`config.mk`:
```
export PLATFORM = sky130hd
export DESIGN_NAME = blink_led_mux
export DESIGN_NICKNAME = d
export VERILOG_FILES = /design/src/rtl/blink_pkg.sv /design/src/rtl/blink_chan.sv /design/src/rtl/led_pin.sv /design/src/rtl/blink_led_mux.sv
export SDC_FILE = /design/constraint.sdc
export NUM_CORES = 1
export LEC_CHECK = 0
export ABC_CLOCK_PERIOD_IN_PS = 2890
export BUFFER_PORTS_ARGS = -buffer_cell sky130_fd_sc_hd__buf_2
export CAP_MARGIN = 40
export CORE_MARGIN = 1.5
export CORE_UTILIZATION = 45
export CTS_BUF_LIST = sky130_fd_sc_hd__clkbuf_2 sky130_fd_sc_hd__clkbuf_4 sky130_fd_sc_hd__clkbuf_8
export CTS_CLUSTER_DIAMETER = 50
export DETAILED_ROUTE_END_ITERATION = 10
export PLACE_DENSITY = 0.67
export SKIP_CTS_REPAIR_TIMING = 1
export SLEW_MARGIN = 20
export SYNTH_ARGS = -nofsm -noshare
export SYNTH_HDL_FRONTEND = slang
export SYNTH_SLANG_ARGS = --single-unit
```
`constraint.sdc`:
```
create_clock -name clk_i -period 2.89 [get_ports clk_i]
set_clock_uncertainty 0.15 [all_clocks]
set_input_delay 0.867 -clock clk_i [delete_from_list [all_inputs] [get_ports clk_i]]
set_output_delay 0.867 -clock clk_i [all_outputs]
set_load 0.05 [all_outputs]
```
`src/rtl/blink_pkg.sv`:
```
package blink_pkg;
  localparam int unsigned PHASE_W = 8;
  localparam int unsigned N_CH    = 2;
  localparam int unsigned N_PINS  = 2;
  localparam int unsigned SEL_W   = 2;

  typedef enum logic [SEL_W-1:0] {
    SEL_ON  = 2'b00,
    SEL_OFF = 2'b01,
    SEL_CH0 = 2'b10,
    SEL_CH1 = 2'b11
  } pin_src_e;
endpackage

```
`src/rtl/blink_chan.sv`:
```
module blink_chan #(
  parameter int unsigned W = 8
) (
  input  logic         clk_i,
  input  logic         rst_ni,
  input  logic         tick_i,
  input  logic [W-1:0] psc_i,
  input  logic [W-1:0] pwm_i,
  output logic         active_o
);
  localparam logic [W-1:0] PHASE_MAX = {W{1'b1}};
  localparam logic [W-1:0] PSC_RST   = {W{1'b1}};
  localparam logic [W-1:0] PWM_RST   = {1'b1, {(W-1){1'b0}}};

  logic [W-1:0] pre_q, phase_q, psc_q, pwm_q;
  logic         step, wrap;

  assign step = tick_i && (pre_q == psc_q);
  assign wrap = step && (phase_q == PHASE_MAX);

  always_ff @(posedge clk_i or negedge rst_ni) begin
    if (!rst_ni) begin
      pre_q   <= '0;
      phase_q <= '0;
      psc_q   <= PSC_RST;
      pwm_q   <= PWM_RST;
    end else if (tick_i) begin
      pre_q <= step ? '0 : pre_q + 1'b1;
      if (step) phase_q <= phase_q + 1'b1;
      // shadow settings only at lap boundary
      if (wrap) begin
        psc_q <= psc_i;
        pwm_q <= pwm_i;
      end
    end
  end

  assign active_o = (phase_q >= pwm_q);

  assert_hold_no_tick_R8: assert property (@(posedge clk_i) disable iff (!rst_ni)
    !tick_i |=> ($stable(phase_q) && $stable(pre_q)));

  assert_pre_bound_R1: assert property (@(posedge clk_i) disable iff (!rst_ni)
    pre_q <= psc_q);

  assert_phase_step_R1: assert property (@(posedge clk_i) disable iff (!rst_ni)
    (tick_i && pre_q == psc_q) |=> (phase_q == W'($past(phase_q) + 1'b1)));

  assert_cfg_at_wrap_R5: assert property (@(posedge clk_i) disable iff (!rst_ni)
    (phase_q != PHASE_MAX || !tick_i) |=> ($stable(pwm_q) && $stable(psc_q)));
endmodule

```
`src/rtl/led_pin.sv`:
```
module led_pin
  import blink_pkg::*;
#(
  parameter int unsigned NC = 2
) (
  input  logic             clk_i,
  input  logic             rst_ni,
  input  logic [SEL_W-1:0] code_i,
  input  logic [NC-1:0]    ch_act_i,
  output logic             drive_low_o
);
  logic d;

  always_comb begin
    unique case (pin_src_e'(code_i))
      SEL_ON:  d = 1'b1;
      SEL_OFF: d = 1'b0;
      SEL_CH0: d = ch_act_i[0];
      SEL_CH1: d = ch_act_i[1];
      default: d = 1'b0;
    endcase
  end

  always_ff @(posedge clk_i or negedge rst_ni) begin
    if (!rst_ni) drive_low_o <= 1'b0;
    else         drive_low_o <= d;
  end

  assert_on_code_R3: assert property (@(posedge clk_i) disable iff (!rst_ni)
    (code_i == SEL_ON) |=> drive_low_o);

  assert_off_code_R3: assert property (@(posedge clk_i) disable iff (!rst_ni)
    (code_i == SEL_OFF) |=> !drive_low_o);

  assert_follow_ch0_R4: assert property (@(posedge clk_i) disable iff (!rst_ni)
    (code_i == SEL_CH0) |=> (drive_low_o == $past(ch_act_i[0])));

  assert_follow_ch1_R4: assert property (@(posedge clk_i) disable iff (!rst_ni)
    (code_i == SEL_CH1) |=> (drive_low_o == $past(ch_act_i[1])));
endmodule

```
`src/rtl/blink_led_mux.sv`:
```
module blink_led_mux
  import blink_pkg::*;
(
  input  logic               clk_i,
  input  logic               rst_ni,
  input  logic               tick_i,
  input  logic [PHASE_W-1:0] psc0_i,
  input  logic [PHASE_W-1:0] pwm0_i,
  input  logic [PHASE_W-1:0] psc1_i,
  input  logic [PHASE_W-1:0] pwm1_i,
  input  logic [7:0]         sel_i,
  output logic [N_PINS-1:0]  drive_low_o
);
  logic [PHASE_W-1:0] psc_arr [N_CH];
  logic [PHASE_W-1:0] pwm_arr [N_CH];
  logic [N_CH-1:0]    ch_act;

  assign psc_arr[0] = psc0_i;
  assign psc_arr[1] = psc1_i;
  assign pwm_arr[0] = pwm0_i;
  assign pwm_arr[1] = pwm1_i;

  for (genvar c = 0; c < N_CH; c++) begin : g_ch
    blink_chan #(.W(PHASE_W)) i_chan (
      .clk_i    (clk_i),
      .rst_ni   (rst_ni),
      .tick_i   (tick_i),
      .psc_i    (psc_arr[c]),
      .pwm_i    (pwm_arr[c]),
      .active_o (ch_act[c])
    );
  end

  for (genvar p = 0; p < N_PINS; p++) begin : g_pin
    led_pin #(.NC(N_CH)) i_pin (
      .clk_i       (clk_i),
      .rst_ni      (rst_ni),
      .code_i      (sel_i[SEL_W*p +: SEL_W]),
      .ch_act_i    (ch_act),
      .drive_low_o (drive_low_o[p])
    );
  end

  assert_rst_quiet_R6: assert property (@(posedge clk_i)
    !rst_ni |=> (drive_low_o == '0));
endmodule

```
After elaboration in Yosys (flattened, before gate mapping)
Index checks and enable logic that the tools add are counted.
{ "totals": {"register_bits": 66, "latchBits": 0, "ramBits": 0, "mem_bits_ro": 0, "memories": 0} }
{ "op_classes": {"add_sub_neg": 4, "mul": 0, "div_mod_pow": 0, "magnitude_cmp": 2, "eq_ne": 10, "n_shift": 0, "mux": 4, "bitwise_logic": 0, "reduce_logical": 10} }
{ "op_table": {"columns": ["cell", "count"], "rows": [
  ["$add 8x1->8 const B", 4],
  ["$eq 8x8->1", 2],
  ["$eq 8x8->1 const B", 2],
  ["$ge 8x8->1", 2],
  ["$mux 8", 2],
  ["$eq 2x2->1 const B", 4],
  ["$pmux 1 s4", 2],
  ["$reduce_and 2->1", 4],
  ["$eq 2x1->1 const B", 2],
  ["$logic_and 1x1->1", 4],
  ["$logic_not 2->1", 2]
]} }

Logic depth before layout (Yosys ltp)
Gate-level depths: netlist of the first run.
{ "depth": {"depth_word": 4, "depth_mapped": 7, "mapped_depth_nobuf": 7} }

Modules after synthesis
A second synthesis of the first run with hierarchy kept.
{ "unflattened": {"hier_cells": 270, "hier_area_um2": 3295.7} }
{ "by_module_without_submodules": {"columns": ["module", "n_inst", "cells_per_inst", "area_each_um2", "seq_area_each_um2"], "rows": [
  ["blink_chan", 2, 131, 1606.5, 812.0],
  ["led_pin", 2, 4, 41.3, 25.0]
]} }

Worst setup path after synthesis of the first run
OpenSTA, ideal clock, no wires.
{ "synth_timing": {"path_type": "input to register", "start": "in tick_i", "end": "reg g_ch[1].i_chan.pwm_q[0]", "setup_ps": 125, "arrival_time_ps": 1954, "required_time_ps": 2615, "slack_ps": 662, "stages": 5, "path_buffers": 2, "path_cell_list": "nand2_1 > or4_1 > buf_2 > buf_6 > mux2_2"} }
{ "synth_between": {"elab_chain_len": 3} }
{ "synth_lines": {"columns": ["element", "line", "rtl"], "rows": [
  ["start: declaration", "blink_led_mux.sv:6", "input logic tick_i,"],
  ["$logic_and 1x1->1", "blink_chan.sv:18", "assign step = tick_i && (pre_q == psc_q);"],
  ["$logic_and 1x1->1", "blink_chan.sv:19", "assign wrap = step && (phase_q == PHASE_MAX);"],
  ["$reduce_and 2->1 (no line) *", null, null],
  ["end signal: assignment", "blink_chan.sv:33", "pwm_q <= pwm_i;"],
  ["end: declaration", "blink_chan.sv:15", "logic [W-1:0] pre_q, phase_q, psc_q, pwm_q;"]
]} }
Every way passes the cells marked *; elsewhere a longest branch is shown, timed or not.
A chain may end at the register's enable or synchronous reset.

Final worst setup path of the first run
{ "layout_timing": {"start": "reg g_ch[0].i_chan.psc_q[4]", "end": "reg g_ch[0].i_chan.pwm_q[2]"} }
{ "layout_between": {"elab_chain_len": 4} }
{ "layout_lines": {"columns": ["element", "line", "rtl"], "rows": [
  ["start: declaration", "blink_chan.sv:15", null],
  ["start signal: assignment", "blink_chan.sv:32", "psc_q <= psc_i;"],
  ["$eq 8x8->1", "blink_chan.sv:18", null],
  ["$logic_and 1x1->1", "blink_chan.sv:18", null],
  ["$logic_and 1x1->1", "blink_chan.sv:19", null],
  ["$reduce_and 2->1 (no line)", null, null],
  ["end signal: assignment", "blink_chan.sv:33", null],
  ["end: declaration", "blink_chan.sv:15", null]
]} }
No other way between the ends.

==> impl_metrics.env, run 1 <==
export IMPL_min_path_type="primary input to asynchronous set/reset pin"
export IMPL_grt_setup_unrepaired="no"
export IMPL_crit_chain="xnor2_1, nand3_1, nor4_4, nand4_4, mux2_4"
export IMPL_power_density_nw_per_um2=688
export IMPL_avgRoutedWirePerCell_um=12.9
export IMPL_ant_nets=0
export IMPL_max_cap_violations=0
export IMPL_netlist_top_cells_area="dfrtp_1 (36%), dfstp_2 (14%), mux2_2 (8.7%)"
export IMPL_finalSetupViolations=0
export IMPL_synth_fp_nets=346
export IMPL_core_um2=7250
export IMPL_grt_total_usage_pct=16.0
export IMPL_grt_pass1_vias=2165
export IMPL_route_met3_wl_um=153
export IMPL_max_slew_margin_pct=68.6
export IMPL_io_buffers=40
export IMPL_r2r_end="g_ch[0].i_chan.pwm_q[2]"
export IMPL_htree_levels=3
export IMPL_syn_cell_area_um2=3370
export IMPL_avgSynthCellArea_um2=11.9
export IMPL_synthFlopType="dfrtp_1"
export IMPL_clockBufferDepth=2
export IMPL_final_core_util_pct=53.9
export IMPL_dr_first_iter_drc_count=65
export IMPL_io_pin_count=45
export IMPL_finalSetupTns_ns=0
export IMPL_reg2reg_from="g_ch[0].i_chan.psc_q[4]"
export IMPL_async_reset_ff_share_pct=100
export IMPL_routabilityCongestion=0.773
export IMPL_fin_crit_sh_pct=78.7
export IMPL_yosysSeqAreaShare_pct=49.7
export IMPL_cp_data_arrival_time_ns=2.35
export IMPL_cp_slowest_cell="dfstp_2"
export IMPL_start_util_pct=46.5
export IMPL_die_w_um=89.5
export IMPL_top_layer="met4"
export IMPL_fmax_ghz=0.440
export IMPL_outcome="finished, final reports clean"
export IMPL_synth_top_area_share_pct=35.6
export IMPL_cts_buffers=9
export IMPL_grt_start_max_net_pins=49
export IMPL_setup_ws_ns=0.615
export IMPL_cts_tree="built"
export IMPL_cp_max_fo=16
export IMPL_vias=2148
export IMPL_met1Wirelength_mm=2.65
export IMPL_diodes=0
export IMPL_critPathRequiredTime_ns=2.96
export IMPL_synthToLayoutAreaGrowth_pct=16.0
export IMPL_met2_length_mm=2.72
export IMPL_final_cells=438
export IMPL_grt_pass1_wl_mm=9.67
export IMPL_yosys_warnings=0
export IMPL_grt_antenna_before_repair=0
export IMPL_r2r_slack_ns=0.62
export IMPL_cts_sinks=66
export IMPL_dieArea_um2=8020
export IMPL_crit_type="flop to flop"
export IMPL_worst_pin_slew_ns=0.470
export IMPL_wirelength_mm=5.64
export IMPL_crit_family="simple AND/OR/NAND/NOR gates"
export IMPL_die_h_um=89.5
export IMPL_first_pass_iters=4
export IMPL_drc_errors=0
export IMPL_final_nets=397
export IMPL_dpl_hpwl_mm=4.04
export IMPL_drive_gt1_share_pct=35.4
export IMPL_cp_slowest_stage_delay_ns=0.54
export IMPL_slew_violations=0
export IMPL_yosysUniqueCellTypes=32
export IMPL_critPathLaunchType="flop"
export IMPL_avgViaCountPerCell=4.90
export IMPL_endpoint_kind="flop"
export IMPL_final_hold_violation_count=0
export IMPL_cts_root_buf="clkbuf_8"
export IMPL_ys_ff_latch=66
export IMPL_crit_buf_inv=0
export IMPL_clkSlewWorstSetupHoldPaths_ns=0.07
export IMPL_ir_drop_uv=322
export IMPL_power_leakage_nw=1.83
export IMPL_reg2reg_depth=5
export IMPL_yosysTopAreaCell="dfrtp_1"
export IMPL_grt_overflow=0
export IMPL_synth_edf_count=0
export IMPL_clk_latency_ns=0.34
export IMPL_dp_slack_ns=0.462
export IMPL_placementRows=31
export IMPL_syn_inst=283
export IMPL_finalPower_w=0.00269
export IMPL_min_period_ns=2.27
export IMPL_dp_cells=422
worst reg2reg max path: stages, from the launching register on:
cell and delay (ns):
dfstp_2 0.54, xnor2_1 0.14, nand3_1 0.15, nor4_4 0.36
nand4_4 0.40, mux2_4 0.43
logic make-up (layout without fill, tap and decap cells):
| group | count (synthesis) | after routing | share of synthesized area (%) |
|---|---|---|---|
| AOI/OAI and AO/OA | 19 | 19 | 3.30 |
| xor gates and xnor gates | 41 | 41 | 10.7 |
| muxes | 36 | 36 | 13.1 |
| and+or+nand+nor | 76 | 76 | 12.3 |
| DFF | 66 | 66 | 49.7 |
| buffers and inverters | 25 | 81 | 3.53 |
| adders and majority gates | 20 | 20 | 7.42 |
power breakdown:
| part | switching [W] | internal, W |
|---|---|---|
| clock network | 0.000347 | 0.000428 |
| logic | 0.000368 | 0.000334 |
| registers | 0.000158 | 0.00105 |
per-stage QoR:
stage          area (um^2)  hold slack, ns
2_1_floorplan         3370           0.313
3_3_place_gp          3710           0.333
3_5_place_dp          3710           0.344
4_1_cts               3910           0.330
5_1_grt               3910           0.352
6_report              3910           0.329
synth_stat cells (4+ instances only):
cell type and instances:
dfstp_2 18, mux2_2 26, inv_1 18, xor2_1 9, nor2_1 17, nand4_1 15
nand3_1 4, ha_1 20, o21ai_0 7, nand2_1 21, and3_1 7, a21oi_1 4
dfrtp_1 48, mux2_4 10, xnor2_1 32
final cells by class:
type,count,area [um^2]
multi-input cells,192,1580
clock inverters,5,55.1
repair buffers,47,265
flip-flops and latches,66,1670
well taps,99,124
clock buffers,11,145
fillers,665,3340
inverters,18,67.6
cell usage in the layout (no fill, tap or decap), types with 3 or more instances in the layout:
master	count
clkbuf_8	10
buf_2	40
inv_1	18
o22ai_1	3
mux2_2	26
nand3_1	4
nand4_1	15
a211oi_1	3
dfrtp_1	48
o21ai_0	7
xor2_1	9
mux2_4	10
dfstp_2	18
xnor2_1	32
ha_1	20
a21oi_1	4
and3_1	7
nand2_1	21
buf_4	6
nor2_1	17
nor3_1	3
worst max-delay path by stage:
stage	endpoint	cells after the start	slack [ns]	startpoint
after global placement	g_ch[0].i_chan.pwm_q[2]	5	0.49	tick_i
final	g_ch[0].i_chan.pwm_q[2]	5	0.62	g_ch[0].i_chan.psc_q[4]
after floorplan	g_ch[1].i_chan.pwm_q[0]	5	0.66	tick_i
after CTS	g_ch[0].i_chan.pwm_q[2]	5	0.59	g_ch[0].i_chan.psc_q[4]
after global routing	g_ch[0].i_chan.pwm_q[2]	5	0.48	g_ch[0].i_chan.psc_q[1]
after detailed placement	g_ch[0].i_chan.pwm_q[5]	5	0.46	tick_i
metal layers:
metal	GRT usage, %	vias to the layer above
met5	0	-
met4	8.39	0
met3	2.77	8
met2	25.7	30
met1	20.8	1030
li1	-	1080
state kept, by name, indices dropped and copies added, names as in the netlist:
register and count:
g_ch.i_chan.pre_q 16, g_ch.i_chan.pwm_q 16, g_ch.i_chan.phase_q 16, g_ch.i_chan.psc_q 16
g_pin.i_pin.drive_low_o 2
Power figures use the tool's default switching activity.
==> inputs of run 2 (changes only) <==
- ABC_AREA: not set -> 1
- ABC_CLOCK_PERIOD_IN_PS: 2890 -> 1830
- PLACE_DENSITY: 0.67 -> 0.69
- clock period: 2.89 -> 1.83 ns (I/O delays scaled with it)
==> run 2 against run 1 <==
- die area increased by 15%
- critical endpoint is now g_ch[0].i_chan.pwm_q[1]
- combinational power up 98%
- synthesized cell count is 79% higher
==> impl_metrics.env, run 2 <==
export IMPL_io_pin_count=45
export IMPL_syn_inst=507
export IMPL_crit_buf_inv=2
export IMPL_die_h_um=96.1
export IMPL_crit_type="flop to flop"
export IMPL_outcome="finished, final reports clean"
export IMPL_cts_root_buf="clkbuf_8"
export IMPL_clk_latency_ns=0.35
export IMPL_worst_pin_slew_ns=0.399
export IMPL_grt_antenna_before_repair=0
export IMPL_finalSetupViolations=0
export IMPL_dr_first_iter_drc_count=112
export IMPL_first_pass_iters=4
export IMPL_start_util_pct=47.0
export IMPL_dpl_hpwl_mm=6.15
export IMPL_htree_levels=3
export IMPL_r2r_end="g_ch[0].i_chan.pwm_q[1]"
export IMPL_crit_family="simple AND/OR/NAND/NOR gates"
export IMPL_avgViaCountPerCell=4.94
export IMPL_final_nets=634
export IMPL_synth_compound_area_share_pct=2.73
export IMPL_critPathRequiredTime_ns=1.91
export IMPL_cp_num_cells=10
export IMPL_yosysUniqueCellTypes=33
export IMPL_synthToLayoutAreaGrowth_pct=19.0
export IMPL_met2_length_mm=4.01
export IMPL_avgRoutedWirePerCell_um=12.2
export IMPL_synth_fp_nets=570
export IMPL_reg2reg_depth=10
export IMPL_drc_errors=0
export IMPL_critPathLaunchType="flop"
export IMPL_yosysTopAreaCell="dfrtp_1"
export IMPL_placementRows=33
export IMPL_r2r_slack_ns=0.08
export IMPL_synthAdderAreaFrac_pct=6.42
export IMPL_final_common_cell="nand2_1"
export IMPL_final_hold_violation_count=0
export IMPL_clockBufferDepth=2
export IMPL_grt_overflow=0
export IMPL_power_density_nw_per_um2=977
export IMPL_drive_gt1_share_pct=23.1
export IMPL_ir_drop_uv=536
export IMPL_crit_end="g_ch[0].i_chan.pwm_q[1]"
export IMPL_yosysSeqAreaShare_pct=42.9
export IMPL_vias=3363
export IMPL_endpoint_kind="flop"
export IMPL_yosys_warnings=0
export IMPL_yosys_area_share_simple_pct=34.8
export IMPL_yosysMostFrequentCell="nand2_1"
export IMPL_route_met3_wl_um=272
export IMPL_crit_chain="inv_2, nand2_2, nand2_1, nor2_1, nand2_1, nor2_4, nand3_2, buf_6, nand2_2, nand2_1"
export IMPL_met1Wirelength_mm=3.87
export IMPL_max_cap_violations=0
export IMPL_routabilityCongestion=0.820
export IMPL_synthTopCellsByCount="nand2_1 (193), inv_1 (51), dfrtp_1 (48)"
export IMPL_slew_violations=0
export IMPL_grt_setup_unrepaired="yes"
export IMPL_power_leakage_nw=2.43
export IMPL_avgSynthCellArea_um2=7.69
export IMPL_cp_slowest_stage_delay_ns=0.55
export IMPL_cp_max_fo=8
export IMPL_cp_data_arrival_time_ns=1.83
export IMPL_top_layer="met4"
export IMPL_synth_top_area_share_pct=30.8
export IMPL_mostFrequentLayoutCells="nand2_1 (186), inv_1 (48), dfrtp_1 (48)"
export IMPL_crit_path_start="g_ch[0].i_chan.psc_q[0]"
export IMPL_grt_start_max_net_pins=33
export IMPL_async_reset_ff_share_pct=100
export IMPL_placed_area_um2=4350
export IMPL_cts_tree="built"
export IMPL_min_path_type="primary input to flop"
export IMPL_die_w_um=96.1
export IMPL_final_core_util_pct=55.9
export IMPL_synthFlopType="dfrtp_1"
export IMPL_netlist_top_cells_area="dfrtp_1 (31%), nand2_1 (19%), dfstp_2 (12%)"
export IMPL_synth_top_family_by_area="simple AND/OR/NAND/NOR gates"
export IMPL_synth_xor_area_share_pct=4.94
export IMPL_ant_nets=0
export IMPL_syn_cell_area_um2=3900
export IMPL_diodes=0
export IMPL_clkSlewWorstSetupHoldPaths_ns=0.07
export IMPL_min_period_ns=1.75
export IMPL_io_buffers=40
export IMPL_synth_edf_count=0
export IMPL_fin_crit_sh_pct=95.4
export IMPL_fmax_ghz=0.573
export IMPL_core_um2=8300
export IMPL_grt_pass1_vias=3308
export IMPL_grt_pass1_wl_mm=14.4
export IMPL_reg2reg_from="g_ch[0].i_chan.psc_q[0]"
export IMPL_ys_ff_latch=66
export IMPL_path_common_cell="nand2_1"
export IMPL_finalSetupTns_ns=0
export IMPL_cts_sinks=66
export IMPL_n_fill_cell=781
export IMPL_max_slew_margin_pct=73.4
export IMPL_synth_mux_area_share_pct=0
export IMPL_wirelength_mm=8.31
export IMPL_finalPower_w=0.00453
export IMPL_cts_buffers=9
export IMPL_cp_slowest_cell="dfstp_2"
export IMPL_final_area_um2=4640
export IMPL_grt_total_usage_pct=20.3
export IMPL_dieArea_um2=9230
[run 2: cell types whose count changed after synthesis, sizes merged, moves of 19 or more]
cell,change
xnor2,-23
nand2,+174
nand3,+19
nor2,+20
nand4,+24
inv,+37
mux2,-36
[run 2: metal layers]
layer | track usage [%] | vias up
met3 | 4.27 | 13
met2 | 35.5 | 52
li1 | - | 1750
met1 | 24.5 | 1548
met5 | 0 | -
met4 | 7.48 | 0
[run 2: logic make-up (layout without fill, tap and decap cells)]
kind of cell / after synthesis / after routing
buf+inv: 73 / 142
fa+ha+maj: 20 / 20
flops: 66 / 66
compound gates: 19 / 19
simple gates: 307 / 307
xor+xnor: 22 / 22
[run 2: metrics by stage]
step | hold slack (ns) | cells | setup slack [ns]
2_1_floorplan | 0.103 | 507 | 0.0716
3_3_place_gp | 0.303 | 660 | -0.0103
3_5_place_dp | 0.309 | 660 | -0.0740
4_1_cts | -0.0429 | 676 | 0.0426
5_1_grt | 0.261 | 681 | -0.0186
6_report | 0.268 | 681 | 0.0837
[run 2: how the worst min path moves through the flow]
stage,startpoint,to,slack [ns],cells after the start
global route,psc0_i[2],g_ch[0].i_chan.psc_q[2],0.26,3
CTS,rst_ni,g_ch[0].i_chan.phase_q[6],-0.04,1
global placement,g_ch[0].i_chan.pwm_q[7],g_ch[0].i_chan.pwm_q[7],0.30,2
finish,psc1_i[5],g_ch[1].i_chan.psc_q[5],0.27,3
floorplan,rst_ni,g_ch[0].i_chan.phase_q[0],0.10,0
detailed placement,g_ch[0].i_chan.pwm_q[7],g_ch[0].i_chan.pwm_q[7],0.31,2
[run 2: power breakdown]
group          internal, W  leakage (nW)  switching, W  total (W)
Combinational     0.000579          1.50      0.000811    0.00139
Clock             0.000730         0.110      0.000556    0.00129
Sequential         0.00164         0.823      0.000221    0.00186
Total              0.00295          2.43       0.00159    0.00453
[run 2: cell type report]
type / count / area, um^2 / share of cell area (%)
Timing Repair Buffer: 70 / 477 / 10.3
Inverter: 56 / 210 / 4.53
Clock buffer: 13 / 166 / 3.58
Clock inverter: 3 / 40.0 / 0.863
Multi-Input combinational cell: 368 / 1940 / 41.9
Tap cell: 105 / 131 / 2.83
Sequential cell: 66 / 1670 / 36.1
[run 2: worst register-to-register path: stages (launching register included)]
cell and delay [ns]:
dfstp_2 0.55, inv_2 0.04, nand2_2 0.06, nand2_1 0.06, nor2_1 0.11, nand2_1 0.09, nor2_4 0.20, nand3_2 0.12
buf_6 0.15, nand2_2 0.05, nand2_1 0.05
